$ cat config.mk
export PLATFORM = sky130hd
export DESIGN_NAME = cfg_cycle_router
export DESIGN_NICKNAME = d
export VERILOG_FILES = /design/src/rtl/cfg_route_pkg.sv /design/src/rtl/cfg_route_ctrl.sv /design/src/rtl/cfg_route_dp.sv /design/src/rtl/cfg_cycle_router.sv
export SDC_FILE = /design/constraint.sdc
export NUM_CORES = 1
export LEC_CHECK = 0
export BUFFER_PORTS_ARGS = -buffer_cell sky130_fd_sc_hd__buf_2
export CAP_MARGIN = 5
export CORE_AREA = 3 3 92 94
export CTS_CLUSTER_SIZE = 25
export DETAILED_ROUTE_END_ITERATION = 7
export DIE_AREA = 0 0 95 97
export GPL_ROUTABILITY_DRIVEN = 0
export PLACE_DENSITY = 0.62
export SLEW_MARGIN = 20
export SYNTH_ARGS = -nofsm -noshare
export SYNTH_HDL_FRONTEND = slang
export SYNTH_SLANG_ARGS = --single-unit
$ cat constraint.sdc
create_clock -name clk -period 2.34 [get_ports clk]
set_input_delay 0 -clock clk [delete_from_list [all_inputs] [get_ports clk]]
set_output_delay 0 -clock clk [all_outputs]
set_load 0.005 [all_outputs]
$ cat src/rtl/cfg_route_pkg.sv
package cfg_route_pkg;
  localparam int BUS_W     = 8;
  localparam int DEV_W     = 5;
  localparam int FUNC_W    = 3;
  localparam int REG_W     = 12;
  localparam int LEG_REG_W = 8;
  localparam int EXT_W     = REG_W - LEG_REG_W;
  localparam int DW_W      = LEG_REG_W - 2;
  localparam int ADDR_W    = 32;

  // translated address field positions (decoded by the downstream cycle engine)
  localparam int DW_LSB   = 2;
  localparam int FUNC_LSB = DW_LSB + DW_W;
  localparam int DEV_LSB  = FUNC_LSB + FUNC_W;
  localparam int BUS_LSB  = DEV_LSB + DEV_W;
  localparam int EXT_LSB  = BUS_LSB + BUS_W;
  localparam int PAD_W    = ADDR_W - EXT_LSB - EXT_W;

  typedef enum logic [2:0] {
    RT_NONE  = 3'd0,
    RT_LOCAL = 3'd1,
    RT_FWD1  = 3'd2,
    RT_CONV0 = 3'd3,
    RT_UNSUP = 3'd4,
    RT_ABORT = 3'd5
  } route_e;

  typedef struct packed {
    logic   load;
    route_e kind;
  } ctl_strobe_t;
endpackage

$ cat src/rtl/cfg_route_ctrl.sv
module cfg_route_ctrl
  import cfg_route_pkg::*;
#(
  parameter int NUM_IDSEL = 16
) (
  input  logic                 clk,
  input  logic                 rstN,
  input  logic                 reqValid,
  input  logic                 reqIsType1,
  input  logic [BUS_W-1:0]     reqBus,
  input  logic [DEV_W-1:0]     reqDev,
  input  logic [BUS_W-1:0]     priBus,
  input  logic [BUS_W-1:0]     secBus,
  input  logic [BUS_W-1:0]     subBus,
  input  logic [NUM_IDSEL-1:0] privMask,
  output ctl_strobe_t          ctlStb,
  output logic                 routeValid
);
  localparam int IDX_W = (NUM_IDSEL > 1) ? $clog2(NUM_IDSEL) : 1;
  localparam logic [DEV_W:0] LINE_LIMIT = (DEV_W+1)'(NUM_IDSEL);

  logic   busIsSec, busInRange, busIsPri;
  logic   devIsZero, devHasLine, devPrivate;
  logic [IDX_W-1:0] devIdx;
  route_e kindNext;

  assign busIsSec   = (reqBus == secBus);
  assign busInRange = (reqBus > secBus) && (reqBus <= subBus);
  assign busIsPri   = (reqBus == priBus);
  assign devIsZero  = (reqDev == '0);
  assign devHasLine = ({1'b0, reqDev} < LINE_LIMIT);
  assign devIdx     = reqDev[IDX_W-1:0];

  always_comb begin
    devPrivate = 1'b0;
    if (devHasLine) devPrivate = privMask[devIdx];
  end

  // classification, first match wins
  always_comb begin
    kindNext = RT_UNSUP;
    if (!reqIsType1) begin
      kindNext = devIsZero ? RT_LOCAL : RT_UNSUP;
    end else if (busIsSec) begin
      if (devIsZero)        kindNext = RT_LOCAL;
      else if (!devHasLine) kindNext = RT_ABORT;
      else if (devPrivate)  kindNext = RT_ABORT;
      else                  kindNext = RT_CONV0;
    end else if (busInRange) begin
      kindNext = RT_FWD1;
    end else if (busIsPri) begin
      kindNext = devIsZero ? RT_LOCAL : RT_UNSUP;
    end else begin
      kindNext = RT_UNSUP;
    end
  end

  assign ctlStb.load = reqValid;
  assign ctlStb.kind = kindNext;

  always_ff @(posedge clk) begin
    if (!rstN)         routeValid <= 1'b0;
    else if (reqValid) routeValid <= 1'b1;
  end
endmodule

$ cat src/rtl/cfg_route_dp.sv
module cfg_route_dp
  import cfg_route_pkg::*;
#(
  parameter int NUM_IDSEL = 16
) (
  input  logic                 clk,
  input  logic                 rstN,
  input  ctl_strobe_t          ctlStb,
  input  logic                 reqLegacy,
  input  logic [BUS_W-1:0]     reqBus,
  input  logic [DEV_W-1:0]     reqDev,
  input  logic [FUNC_W-1:0]    reqFunc,
  input  logic [REG_W-1:0]     reqReg,
  output route_e               route,
  output logic [NUM_IDSEL-1:0] idSel,
  output logic [ADDR_W-1:0]    cfgAddr
);
  logic [EXT_W-1:0]     extBits;
  logic [DW_W-1:0]      dwBits;
  logic [ADDR_W-1:0]    addrType1, addrType0, addrNext;
  logic [NUM_IDSEL-1:0] idSelNext;

  assign extBits = reqLegacy ? '0 : reqReg[REG_W-1:LEG_REG_W];
  assign dwBits  = reqReg[LEG_REG_W-1:DW_LSB];

  assign addrType1 = {{PAD_W{1'b0}}, extBits, reqBus, reqDev, reqFunc, dwBits, 2'b01};
  assign addrType0 = {{PAD_W{1'b0}}, extBits, {BUS_W{1'b0}}, {DEV_W{1'b0}},
                      reqFunc, dwBits, 2'b00};

  always_comb begin
    case (ctlStb.kind)
      RT_FWD1:            addrNext = addrType1;
      RT_CONV0, RT_LOCAL: addrNext = addrType0;
      default:            addrNext = '0;
    endcase
  end

  // one decoder leg per ID-select line
  for (genvar g = 0; g < NUM_IDSEL; g++) begin : g_sel
    assign idSelNext[g] = (ctlStb.kind == RT_CONV0) && (reqDev == DEV_W'(g));
  end

  always_ff @(posedge clk) begin
    if (!rstN) begin
      route   <= RT_NONE;
      idSel   <= '0;
      cfgAddr <= '0;
    end else if (ctlStb.load) begin
      route   <= ctlStb.kind;
      idSel   <= idSelNext;
      cfgAddr <= addrNext;
    end
  end
endmodule

$ cat src/rtl/cfg_cycle_router.sv
module cfg_cycle_router
  import cfg_route_pkg::*;
#(
  parameter int NUM_IDSEL = 16
) (
  input  logic                 clk,
  input  logic                 rstN,
  input  logic                 reqValid,
  input  logic                 reqIsType1,
  input  logic                 reqLegacy,
  input  logic [7:0]           reqBus,
  input  logic [4:0]           reqDev,
  input  logic [2:0]           reqFunc,
  input  logic [11:0]          reqReg,
  input  logic [7:0]           priBus,
  input  logic [7:0]           secBus,
  input  logic [7:0]           subBus,
  input  logic [NUM_IDSEL-1:0] privMask,
  output logic                 routeValid,
  output logic [2:0]           routeKind,
  output logic [NUM_IDSEL-1:0] idSel,
  output logic [31:0]          cfgAddr
);
  ctl_strobe_t ctlStb;
  route_e      routeQ;

  cfg_route_ctrl #(.NUM_IDSEL(NUM_IDSEL)) ctrl_i (
    .clk(clk), .rstN(rstN), .reqValid(reqValid), .reqIsType1(reqIsType1),
    .reqBus(reqBus), .reqDev(reqDev), .priBus(priBus), .secBus(secBus),
    .subBus(subBus), .privMask(privMask), .ctlStb(ctlStb), .routeValid(routeValid)
  );

  cfg_route_dp #(.NUM_IDSEL(NUM_IDSEL)) dp_i (
    .clk(clk), .rstN(rstN), .ctlStb(ctlStb), .reqLegacy(reqLegacy),
    .reqBus(reqBus), .reqDev(reqDev), .reqFunc(reqFunc), .reqReg(reqReg),
    .route(routeQ), .idSel(idSel), .cfgAddr(cfgAddr)
  );

  assign routeKind = routeQ;
endmodule

==> results.json <==
{
  "synth_common_cells": "47 x dfxtp_1, 27 x nand2_1, 22 x inv_1",
  "area_delta_synth_final_pct": 33.5,
  "post-place-ws_ns": 0.0362,
  "ant_nets": 0,
  "totalWireLength_um": 7490,
  "hp-start": "reqBus[0]",
  "grtUsageTotal_pct": 16.3,
  "drv_slew": 0,
  "finalNetCount": 525,
  "cp.required_ns": 2.58,
  "cts_tree": "built",
  "fin_crit_sh_pct": 83.6,
  "pin_count": 125,
  "die_h_um": 97,
  "start_util_pct": 34.6,
  "numCtsBuffers": 5,
  "routed_via_density": 4.99,
  "die-area_mm2": 0.00922,
  "status": "finished, final reports clean",
  "cp-startpoint": "reqDev[1]",
  "synth_top_area_share_pct": 35.2,
  "r2r-end": "dp_i.route[1]",
  "clk_latency_ns": 0.28,
  "synth_edf_count": 0,
  "vdd_drop_max_mv": 0.290,
  "grt_pass1_vias": 2550,
  "hold_path.class": "in -> reg",
  "fillCellCount": 777,
  "drtIter0Drc": 60,
  "worstSetupStartpointType": "input pin",
  "fin_util_pct": 46.2,
  "ff2ff_path_depth": 3,
  "min_to": "dp_i.cfgAddr[16]",
  "fin_ws_ns": 0.383,
  "period_minus_slack_ns": 1.96,
  "cp-end-kind": "flop",
  "synth-seq-cells": 47,
  "setup_viol_count_final": 0,
  "clock-root-buffer": "clkbuf_8",
  "drc_errors": 0,
  "synth_area_mm2": 0.00267,
  "async_flop_share_pct": 0,
  "dr.pass1.iters": 4,
  "cts_buffer_depth": 2,
  "cts.sinks": 47,
  "max_stage_delay_ns": 0.56,
  "antenna_found_initial": 0,
  "power.density_mw_per_mm2": 484,
  "path_class": "in -> reg",
  "p_leak_nw": 1.63,
  "core_region_area_mm2": 0.00773,
  "final_hold_viol_count": 0,
  "wl_per_cell_um": 13.9,
  "cp_num_cells": 7,
  "p_total_mw": 1.73,
  "cts-htree-levels": 2,
  "reg2reg_slack_ns": 1.55,
  "worst_pin_slew_ns": 0.875,
  "slowest_stage": "mux4_1",
  "synth_warnings": 0,
  "min_path_cells": 3,
  "clkTransAtPathRegs_ns": 0.08,
  "max_cap_viol_count": 0,
  "crit_fanout": 15,
  "fmax_ghz": 0.511,
  "avgSynthCellArea_um2": 8.54,
  "num_rows": 32,
  "r2r_start": "dp_i.route[1]",
  "synth_area_leaders": "dfxtp_1 35%, ha_1 7.5%, nand4_1 4.0%",
  "arrival_ns": 2.19,
  "seq_area_frac_synth_pct": 35.2,
  "synthCells": 313,
  "crit_buf_inv": 1,
  "hpwl_um": 5650,
  "ys.flop_type": "dfxtp_1",
  "via_count": 2682,
  "path_cells": "buf_2, mux4_1, mux2_2, a211oi_2, nand3_2, nor4_1, o21a_1",
  "ys_types": 45,
  "slew-limit-headroom_pct": 41.4,
  "drive_above_1_share_pct": 31.7,
  "antenna-diode-count": 0,
  "die_w_um": 95,
  "finalClockSkew_ns": 0,
  "synth_most_common_cell": "dfxtp_1",
  "cp_top_family": "multiplexers",
  "finalSetupTns_ns": 0,
  "yosys.area.top_type": "dfxtp_1",
  "grt_pass1_wl_um": 12200,
  "grt_start_max_net_pins": 38,
  "gr-total-overflow": 0,
  "rsz0062_at_grt": "false",
  "placement.io_buffers": 117
}
## stage by stage
step           hold WS, ns  std cells  instance area, um^2
6_report            0.0118        538                 3570
5_1_grt            0.00647        538                 3570
4_1_cts           0.000613        538                 3570
3_5_place_dp         0.253        518                 3330
3_3_place_gp         0.249        518                 3330
2_1_floorplan        0.139        317                 2690
## metal layers
layer  wire (um)  global-route usage, %
met3         599                   4.90
met2        3390                   25.5
met4         120                   4.22
met5           0                      0
met1        3370                   21.7
## worst max path at each step
| stage | slack [ns] | endpoint |
|---|---|---|
| after floorplan | 0.54 | dp_i.idSel[2] |
| after global placement | 0.07 | dp_i.route[2] |
| after detailed placement | 0.04 | dp_i.route[2] |
| after CTS | 0.35 | dp_i.route[2] |
| after global routing | 0.23 | dp_i.idSel[11] |
| final | 0.38 | dp_i.idSel[1] |
## flip-flops by register name, indices dropped and copies added (netlist names)
signal             flops
dp_i.cfgAddr          27
dp_i.idSel            16
dp_i.route             3
ctrl_i.routeValid      1
## power breakdown
part | switching [mW] | total [mW] | internal, mW
Combinational | 0.185 | 0.336 | 0.151
Sequential | 0.00796 | 0.823 | 0.815
Clock | 0.256 | 0.570 | 0.313
## layout make-up
class / count / area (um^2) / share of cell area [%]
Clock inverter: 1 / 30.0 / 0.841
Sequential cell: 47 / 941 / 26.4
Multi-Input combinational cell: 222 / 1540 / 43.1
Inverter: 22 / 82.6 / 2.31
Timing Repair Buffer: 138 / 776 / 21.7
Clock buffer: 6 / 72.6 / 2.03
Tap cell: 102 / 128 / 3.58
## cell families (layout without fill, tap and decap cells)
group / after synthesis / count (layout) / synth area share [%]
other: 1 / 5 / 0.140
flip-flops: 47 / 47 / 35.2
AO/OA/AOI/OAI: 69 / 69 / 18.5
XOR/XNOR: 8 / 8 / 2.62
buffers and inverters: 48 / 167 / 8.05
AND/OR/NAND/NOR: 118 / 118 / 24.0
adder cells (fa/ha/maj): 16 / 16 / 7.49
multiplexers: 6 / 6 / 3.98
## worst min-delay path: stages
cell and delay (ns):
buf_2 0.13, nand4_1 0.07, a21boi_1 0.06
## layout by cell type (no fill, tap or decap), types with 8 or more instances in the layout
| cell type | count |
|---|---|
| a21boi_1 | 9 |
| nor2b_1 | 17 |
| a21oi_1 | 8 |
| xor2_1 | 8 |
| ha_1 | 16 |
| buf_4 | 8 |
| dfxtp_1 | 47 |
| dlygate4sd3_1 | 13 |
| o21a_1 | 13 |
| nor3_1 | 8 |
| nand2_1 | 27 |
| o31ai_1 | 13 |
| buf_2 | 117 |
| nand4_1 | 17 |
| nand3_1 | 20 |
| inv_1 | 22 |
## timing repair
| action | in CTS | in global routing |
|---|---|---|
| buffers inserted | 0 | 0 |
| endpoints found under the hold margin | 13 | 0 |
| hold buffers | 13 | 0 |
| setup endpoints to repair | 0 | 0 |
| gates resized for setup | 0 | 0 |
Power figures use the tool's default switching activity.
